--- config.mk ---
export PLATFORM = sky130hd
export DESIGN_NAME = fpk_framer
export DESIGN_NICKNAME = d
export VERILOG_FILES = /design/src/rtl/fpk_pkg.sv /design/src/rtl/fpk_len_lut.sv /design/src/rtl/fpk_env_file.sv /design/src/rtl/fpk_xfer_geom.sv /design/src/rtl/fpk_framer.sv
export SDC_FILE = /design/constraint.sdc
export NUM_CORES = 1
export LEC_CHECK = 0
export CAP_MARGIN = 30
export CORE_MARGIN = 4
export CORE_UTILIZATION = 25
export CTS_CLUSTER_SIZE = 16
export DETAILED_ROUTE_END_ITERATION = 8
export SYNTH_ARGS = -nofsm -noshare
export SYNTH_HDL_FRONTEND = slang
export SYNTH_HIERARCHICAL = 1
export SYNTH_SLANG_ARGS = --single-unit
export TNS_END_PERCENT = 1
--- constraint.sdc ---
create_clock -name clk -period 22.9 [get_ports clk]
set_input_delay 2.29 -clock clk [delete_from_list [all_inputs] [get_ports clk]]
set_output_delay 2.29 -clock clk [all_outputs]
set_load 0.01 [all_outputs]
--- src/rtl/fpk_pkg.sv ---
package fpk_pkg;

   typedef enum logic [2:0] {
      ST_OP,
      ST_BODY,
      ST_XPOS,
      ST_XSIZE,
      ST_PIX
   } fpk_state_e;

   localparam logic [7:0] OP_VRAM_WR = 8'hA0;
   localparam logic [7:0] OP_VRAM_RD = 8'hC0;

   // extra words following the opcode word
   function automatic logic [3:0] fpk_extra(input logic [7:0] op);
      logic [3:0] e;
      e = 4'd0;
      case (op[7:5])
         3'd0: e = (op == 8'h02) ? 4'd2 : 4'd0;
         3'd1: begin
            case (op[4:2])
               3'd0: e = 4'd3;
               3'd1: e = 4'd6;
               3'd2: e = 4'd4;
               3'd3: e = 4'd8;
               3'd4: e = 4'd5;
               3'd5: e = 4'd8;
               3'd6: e = 4'd7;
               default: e = 4'd11;
            endcase
         end
         3'd2: begin
            case (op[4:3])
               2'd0: e = 4'd2;
               2'd1: e = 4'd3;
               2'd2: e = 4'd3;
               default: e = 4'd4;
            endcase
         end
         3'd3: begin
            case (op[4:2])
               3'd0: e = 4'd2;
               3'd1: e = 4'd3;
               3'd2: e = 4'd1;
               3'd3: e = 4'd0;
               3'd4: e = 4'd1;
               3'd5: e = 4'd2;
               3'd6: e = 4'd1;
               default: e = 4'd2;
            endcase
         end
         3'd4: e = (op == 8'h80) ? 4'd3 : 4'd0;
         3'd5: e = (op == OP_VRAM_WR) ? 4'd2 : 4'd0;
         3'd6: e = (op == OP_VRAM_RD) ? 4'd2 : 4'd0;
         default: e = 4'd0;
      endcase
      return e;
   endfunction

endpackage

--- src/rtl/fpk_len_lut.sv ---
module fpk_len_lut
   import fpk_pkg::*;
#(
   parameter int LEN_W = 4
) (
   input  logic [7:0]       op,
   output logic [LEN_W-1:0] len,
   output logic             is_xfer,
   output logic             is_env,
   output logic             dirty,
   output logic             tex_hit,
   output logic [LEN_W-1:0] tex_at
);

   if (LEN_W < 4) begin : g_len_chk
      $error("fpk_len_lut: LEN_W must hold a 12-word packet");
   end

   always_comb begin
      len     = LEN_W'(fpk_extra(op)) + LEN_W'(1);
      is_xfer = (op == OP_VRAM_WR) || (op == OP_VRAM_RD);
      is_env  = (op[7:3] == 5'b11100);
      dirty   = (op >= 8'h02) && (op < 8'hC0);
      tex_hit = 1'b0;
      tex_at  = '0;
      if ((op & 8'hF4) == 8'h24) begin
         tex_hit = 1'b1;
         tex_at  = LEN_W'(4);
      end else if ((op & 8'hF4) == 8'h34) begin
         tex_hit = 1'b1;
         tex_at  = LEN_W'(5);
      end
   end

endmodule

--- src/rtl/fpk_env_file.sv ---
module fpk_env_file #(
   parameter int N        = 8,
   parameter int W        = 32,
   parameter int TEX_BITS = 9,
   parameter int TEX_SLOT = 1,
   localparam int IDX_W   = $clog2(N)
) (
   input  logic              clk,
   input  logic              rst_n,
   input  logic              wr_full,
   input  logic [IDX_W-1:0]  wr_idx,
   input  logic [W-1:0]      wr_data,
   input  logic              wr_tex,
   input  logic [TEX_BITS-1:0] tex_data,
   output logic [N*W-1:0]    env_flat
);

   if (W < 8 || TEX_BITS >= W || TEX_SLOT >= N) begin : g_par_chk
      $error("fpk_env_file: bad width or slot parameters");
   end

   for (genvar i = 0; i < N; i++) begin : g_slot
      logic [W-1:0] q;
      always_ff @(posedge clk) begin
         if (!rst_n) begin
            q <= {8'(8'hE0 + i), {(W-8){1'b0}}};
         end else if (wr_full && wr_idx == IDX_W'(i)) begin
            q <= wr_data;
         end else if (i == TEX_SLOT && wr_tex) begin
            q[TEX_BITS-1:0] <= tex_data;
         end
      end
      assign env_flat[i*W +: W] = q;
   end

endmodule

--- src/rtl/fpk_xfer_geom.sv ---
module fpk_xfer_geom #(
   parameter int X_W    = 10,
   parameter int Y_W    = 9,
   localparam int WW    = X_W + 1,
   localparam int HW    = Y_W + 1,
   localparam int PIX_W = WW + HW
) (
   input  logic [X_W-1:0]   w_field,
   input  logic [Y_W-1:0]   h_field,
   output logic [WW-1:0]    w,
   output logic [HW-1:0]    h,
   output logic [PIX_W-1:0] words
);

   logic [X_W-1:0]   w_m1;
   logic [Y_W-1:0]   h_m1;
   logic [PIX_W-1:0] pix;

   always_comb begin
      w_m1  = w_field - X_W'(1);
      h_m1  = h_field - Y_W'(1);
      w     = {1'b0, w_m1} + WW'(1);
      h     = {1'b0, h_m1} + HW'(1);
      pix   = PIX_W'(w) * PIX_W'(h);
      words = (pix + PIX_W'(1)) >> 1;
   end

endmodule

--- src/rtl/fpk_framer.sv ---
module fpk_framer
   import fpk_pkg::*;
#(
   parameter int ENV_N     = 8,
   parameter int TEX_BITS  = 9,
   parameter int STAT_LO_W = 11,
   parameter int STAT_HI_W = 2,
   parameter int LEN_W     = 4,
   parameter int X_W       = 10,
   parameter int Y_W       = 9,
   localparam int DW       = 32,
   localparam int STAT_W   = STAT_LO_W + STAT_HI_W,
   localparam int IDX_W    = $clog2(ENV_N),
   localparam int PIX_W    = X_W + Y_W + 2
) (
   input  logic                clk,
   input  logic                rst_n,
   input  logic                in_valid,
   input  logic [DW-1:0]       in_data,
   output logic                in_ready,
   output logic                out_valid,
   output logic [DW-1:0]       out_data,
   output logic                out_sop,
   output logic                out_eop,
   input  logic                out_ready,
   output logic                pix_valid,
   output logic [DW-1:0]       pix_data,
   output logic                pix_last,
   input  logic                pix_ready,
   output logic                xfer_start,
   output logic                xfer_read,
   output logic [X_W-1:0]      xfer_x,
   output logic [Y_W-1:0]      xfer_y,
   output logic [X_W:0]        xfer_w,
   output logic [Y_W:0]        xfer_h,
   output logic                frame_dirty,
   output logic [STAT_W-1:0]   status_lo,
   output logic [ENV_N*DW-1:0] env_q
);

   if (ENV_N != 8 || STAT_W != 13 || X_W + 16 > DW || Y_W + 16 > DW) begin : g_top_chk
      $error("fpk_framer: unsupported parameter set");
   end

   localparam int SLOT_TEX = 1;
   localparam int SLOT_HI  = 6;

   fpk_state_e        state;
   logic [LEN_W-1:0]  remain;
   logic [LEN_W-1:0]  idx;
   logic              tex_q;
   logic [LEN_W-1:0]  tex_at_q;
   logic              rd_q;
   logic [X_W-1:0]    pos_x_q;
   logic [Y_W-1:0]    pos_y_q;
   logic [PIX_W-1:0]  pix_left;
   logic              stat_pend;

   logic [LEN_W-1:0]  lut_len;
   logic              lut_xfer, lut_env, lut_dirty, lut_tex;
   logic [LEN_W-1:0]  lut_tex_at;
   logic              acc;
   logic              env_wr, tex_wr;
   logic [X_W:0]      g_w;
   logic [Y_W:0]      g_h;
   logic [PIX_W-1:0]  g_words;
   logic              last_word;

   fpk_len_lut #(.LEN_W(LEN_W)) u_lut (
      .op      (in_data[31:24]),
      .len     (lut_len),
      .is_xfer (lut_xfer),
      .is_env  (lut_env),
      .dirty   (lut_dirty),
      .tex_hit (lut_tex),
      .tex_at  (lut_tex_at)
   );

   fpk_xfer_geom #(.X_W(X_W), .Y_W(Y_W)) u_geom (
      .w_field (in_data[X_W-1:0]),
      .h_field (in_data[16 +: Y_W]),
      .w       (g_w),
      .h       (g_h),
      .words   (g_words)
   );

   fpk_env_file #(
      .N        (ENV_N),
      .W        (DW),
      .TEX_BITS (TEX_BITS),
      .TEX_SLOT (SLOT_TEX)
   ) u_env (
      .clk      (clk),
      .rst_n    (rst_n),
      .wr_full  (env_wr),
      .wr_idx   (in_data[24 +: IDX_W]),
      .wr_data  (in_data),
      .wr_tex   (tex_wr),
      .tex_data (in_data[TEX_BITS-1:0]),
      .env_flat (env_q)
   );

   // routing of the current word
   always_comb begin
      in_ready  = 1'b0;
      out_valid = 1'b0;
      out_sop   = 1'b0;
      out_eop   = 1'b0;
      pix_valid = 1'b0;
      case (state)
         ST_OP: begin
            if (lut_xfer) begin
               in_ready = 1'b1;
            end else begin
               out_valid = in_valid;
               in_ready  = out_ready;
               out_sop   = 1'b1;
               out_eop   = (lut_len == LEN_W'(1));
            end
         end
         ST_BODY: begin
            out_valid = in_valid;
            in_ready  = out_ready;
            out_eop   = (remain == LEN_W'(1));
         end
         ST_XPOS, ST_XSIZE: in_ready = 1'b1;
         ST_PIX: begin
            pix_valid = in_valid;
            in_ready  = pix_ready;
         end
         default: in_ready = 1'b0;
      endcase
   end

   assign out_data = in_data;
   assign pix_data = in_data;
   assign pix_last = (state == ST_PIX) && (pix_left == PIX_W'(1));
   assign acc      = in_valid && in_ready;
   assign env_wr   = acc && (state == ST_OP) && lut_env;
   assign tex_wr   = acc && (state == ST_BODY) && tex_q && (idx == tex_at_q);

   always_comb begin
      last_word = 1'b0;
      if (acc) begin
         case (state)
            ST_OP:    last_word = !lut_xfer && (lut_len == LEN_W'(1));
            ST_BODY:  last_word = (remain == LEN_W'(1));
            ST_XSIZE: last_word = 1'b1;
            default:  last_word = 1'b0;
         endcase
      end
   end

   always_ff @(posedge clk) begin
      if (!rst_n) begin
         state       <= ST_OP;
         remain      <= '0;
         idx         <= '0;
         tex_q       <= 1'b0;
         tex_at_q    <= '0;
         rd_q        <= 1'b0;
         pos_x_q     <= '0;
         pos_y_q     <= '0;
         pix_left    <= '0;
         stat_pend   <= 1'b0;
         status_lo   <= '0;
         frame_dirty <= 1'b0;
         xfer_start  <= 1'b0;
         xfer_read   <= 1'b0;
         xfer_x      <= '0;
         xfer_y      <= '0;
         xfer_w      <= '0;
         xfer_h      <= '0;
      end else begin
         frame_dirty <= acc && (state == ST_OP) && lut_dirty;
         xfer_start  <= 1'b0;
         stat_pend   <= last_word;
         if (stat_pend) begin
            status_lo <= {env_q[SLOT_HI*DW +: STAT_HI_W],
                          env_q[SLOT_TEX*DW +: STAT_LO_W]};
         end
         if (acc) begin
            case (state)
               ST_OP: begin
                  if (lut_xfer) begin
                     rd_q  <= (in_data[31:24] == OP_VRAM_RD);
                     state <= ST_XPOS;
                  end else if (lut_len != LEN_W'(1)) begin
                     remain   <= lut_len - LEN_W'(1);
                     idx      <= LEN_W'(1);
                     tex_q    <= lut_tex;
                     tex_at_q <= lut_tex_at;
                     state    <= ST_BODY;
                  end
               end
               ST_BODY: begin
                  remain <= remain - LEN_W'(1);
                  idx    <= idx + LEN_W'(1);
                  if (remain == LEN_W'(1)) begin
                     state <= ST_OP;
                  end
               end
               ST_XPOS: begin
                  pos_x_q <= in_data[X_W-1:0];
                  pos_y_q <= in_data[16 +: Y_W];
                  state   <= ST_XSIZE;
               end
               ST_XSIZE: begin
                  xfer_start <= 1'b1;
                  xfer_read  <= rd_q;
                  xfer_x     <= pos_x_q;
                  xfer_y     <= pos_y_q;
                  xfer_w     <= g_w;
                  xfer_h     <= g_h;
                  pix_left   <= g_words;
                  state      <= rd_q ? ST_OP : ST_PIX;
               end
               ST_PIX: begin
                  pix_left <= pix_left - PIX_W'(1);
                  if (pix_left == PIX_W'(1)) begin
                     state <= ST_OP;
                  end
               end
               default: state <= ST_OP;
            endcase
         end
      end
   end

endmodule

==> results.cfg <==
[outcome]
status = finished, final reports clean

[drt]
ant_nets = 0
drt-vias-per-instance = 4.668
wire_per_inst_microns = 19.49
dr.pass1.iters = 5
via_count = 17996
drc = 0
drt_iter0_drc = 1180
wl_microns = 75120

[final_layout]
syn_to_final_growth_pct = 28.41
nets = 2930
fillers = 8646
drive_gt1_frac = 0.08441
final_cells = 3855
fin_util = 0.3234
final_common_cell = nand2_1
multi_input_area_sq_um = 11260
fin_area_sq_um = 26510
final_cell_mix = nand2_1, clkdlybuf4s50_1, dfxtp_1, a21boi_1, nor2_1
ff_latch_area_sq_um = 7407

[clocking]
cts_made_buffers = 44
worstSkewPairLatency_ns = 0.59
clock-sinks = 370
cts_hold_buf = 0
cts-resized-gates = 0
cts_root_buf = clkbuf_16
clk_pin_slew_ns = 0.06
postCtsSetupRepairBufs = 0
h-tree-depth = 2
clock_path_buffers = 3
cts_tree = done

[worst_setup_path]
critPathMaxFanout = 24
worstSetupPathType = primary input to register
required_ns = 23.34
r2r-start = state[0]
startpoint_type = primary input
reg2reg_depth = 7
startpoint = in_data[0]
timing.rr.end = u_env/g_slot[3].q[6]
crit_path_end_kind = register
arrival_ns = 10.09
reg2reg_slack_ns = 19.67

[floorplan]
core_sq_um = 81980
die-area_sq_um = 87250
initial_core_util = 0.2519
num_rows = 105
die_y_microns = 295.4
io_pins = 419
dieWidth_microns = 295.4

[yosys]
yosysUniqueCellTypes = 104
yosys.area.top_type_share = 0.3587
ys_seq_elements = 370
synth_edf_count = 0
synth_cells = 2493
synth.avg_cell_area_sq_um = 8.282
async_flop_share = 0
yosys_warnings = 6
synth_largest_area_cell = dfxtp_1
netlist_area_sq_um = 20650
ys_seq_area_frac = 0.3587
ys.flop_type = dfxtp_1
synth_area_leaders = dfxtp_1, nand2_1, fa_1

[sta]
worst_pin_slew_ns = 1.003
slew_headroom = 0.3269
fin_crit_sh = 0.4215
finalHoldViolCount = 0
fin_crit_ns = 9.653
setup_violations = 0
drv_slew = 0
setup_slack_ns = 13.25
rsz0062_at_grt = no
fmax_mhz = 103.6
clock_skew_ns = 0.03551
setup_tns_ns = 0

[pwr]
leakagePower_nw = 10.03
pwr_density_cell_nw_per_um2 = 80.93
ir_worst_vdd_v = 0.00009433

[job]
maxCapViolCount = 0

[place]
port_buffers = 418
postPlaceCellArea_sq_um = 25010
place_hpwl_microns = 51060
pre_cts_slack_ns = 12.69
place_inst = 3773
routabilityCongestion = 0.8456

[worst_hold_path]
min_path_cells = 2
hp-start = pos_x_q[2]
holdPathEnd = xfer_x[2]
hold_class = register to register

[global_routing]
gr-usage-met3 = 0.05687
grt.total_usage = 0.1651
grt_pass1_wl_microns = 110100
gr-max-usage-layer = met2
grt_max_degree = 215
grt_overflow = 0
grt.met1_usage = 0.2107
grt_pass1_vias = 17180
antenna_found_initial = 3
grt.met2_usage = 0.2647
## per-layer routing
metal | vias up | wire length [microns]
li1 | 8654 | -
met1 | 8671 | 31970
met2 | 552 | 34380
met3 | 115 | 6582
met4 | 4 | 2152
met5 | - | 34
## synth_stat cells, types with 5 or more instances
cell type  number
nor2_1        120
xor2_1         16
nand3b_1        6
a21boi_0       20
clkbuf_1       78
nand2_1       674
or4_1           6
and4bb_2        5
o211a_1        10
buf_6          14
o21ai_1         6
a21oi_1       106
nor4_1         14
inv_1         117
a211oi_1        9
o211ai_1        7
and2_1         18
xnor2_1        31
dfxtp_1       370
nor3_1         23
fa_1           70
o21ai_0        27
nand2_2        30
nand4_1        10
ha_1           72
nand2b_1        7
a31oi_1        11
nor2b_1         9
a21boi_1      174
a21o_1          8
o22ai_1         8
nand4b_1        5
and3_1         10
mux2i_1        31
buf_4         110
a22oi_1        12
or3_1          10
buf_2          49
nand3_1        53
a21boi_2       20
## through the flow
stage / hold slack, ns / total power [mW]
global route: 0.4659 / 2.294
global placement: 0.4386 / 1.443
CTS: 0.4520 / 2.166
floorplan: 0.4321 / 1.252
detailed placement: 0.4435 / 1.441
finish: 0.4494 / 2.146
## area by class of cell
class / instances / share of cell area
Clock buffer: 64 / 0.04813
Antenna cell: 1 / 0.00009438
Inverter: 123 / 0.01770
Tap cell: 1070 / 0.05049
Sequential cell: 370 / 0.2794
Multi-Input combinational cell: 1746 / 0.4246
Timing Repair Buffer: 466 / 0.1720
Clock inverter: 15 / 0.007598
## critical path, stage by stage
cell	delay, ns
clkdlybuf4s50_1	0.46
buf_4	0.30
clkinv_1	0.32
ha_1	0.32
nor2b_1	0.22
a22oi_1	0.12
or4_1	0.51
nor4_2	0.30
xnor2_1	0.44
nand2_1	0.16
fa_1	0.51
inv_1	0.05
fa_1	0.53
fa_1	0.44
fa_1	0.54
inv_1	0.05
fa_1	0.53
inv_1	0.04
ha_1	0.40
a21oi_1	0.17
o21bai_1	0.11
a2111o_1	0.46
a31oi_1	0.26
xnor2_1	0.10
nand2_1	0.08
nand2_1	0.07
nor4_1	0.22
nor3_1	0.08
## state kept, by name (all words and copies together), names as in the netlist
| signal | flops |
|---|---|
| xfer_x | 10 |
| pos_x_q | 10 |
| u_env/g_slot.q | 256 |
| pix_left | 21 |
| status_lo | 13 |
| rd_q | 1 |
| remain | 4 |
| xfer_start | 1 |
| xfer_read | 1 |
| xfer_h | 10 |
| xfer_w | 11 |
| pos_y_q | 9 |
| tex_q | 1 |
| xfer_y | 9 |
| state | 3 |
| tex_at_q | 4 |
| frame_dirty | 1 |
| stat_pend | 1 |
| idx | 4 |
## worst max-delay path by stage
| stage | slack, ns | depth (start not counted) | end |
|---|---|---|---|
| 6_report | 13.25 | 28 | pix_left[14] |
| 5_1_grt | 12.66 | 28 | pix_left[14] |
| 4_1_cts | 13.30 | 28 | pix_left[14] |
| 3_5_place_dp | 12.69 | 28 | pix_left[14] |
| 3_3_place_gp | 12.85 | 28 | pix_left[14] |
| 2_1_floorplan | 13.54 | 29 | pix_left[18] |
## kinds of logic after synthesis
kind of cell / synth area share
xor gates and xnor gates: 0.02230
and+or+nand+nor: 0.2303
buffers and inverters: 0.09732
adders and majority gates: 0.1115
AOI/OAI and AO/OA: 0.1633
muxes: 0.01612
DFF: 0.3587
other: 0.0003637
## power breakdown
part	internal (mW)	total, mW	switching [mW]	leakage (nW)
Combinational	0.315	0.783	0.468	6.34
Sequential	0.646	0.648	0.00271	2.98
Clock	0.414	0.715	0.301	0.715
Total	1.37	2.15	0.772	10.0
Power figures use the tool's default switching activity.
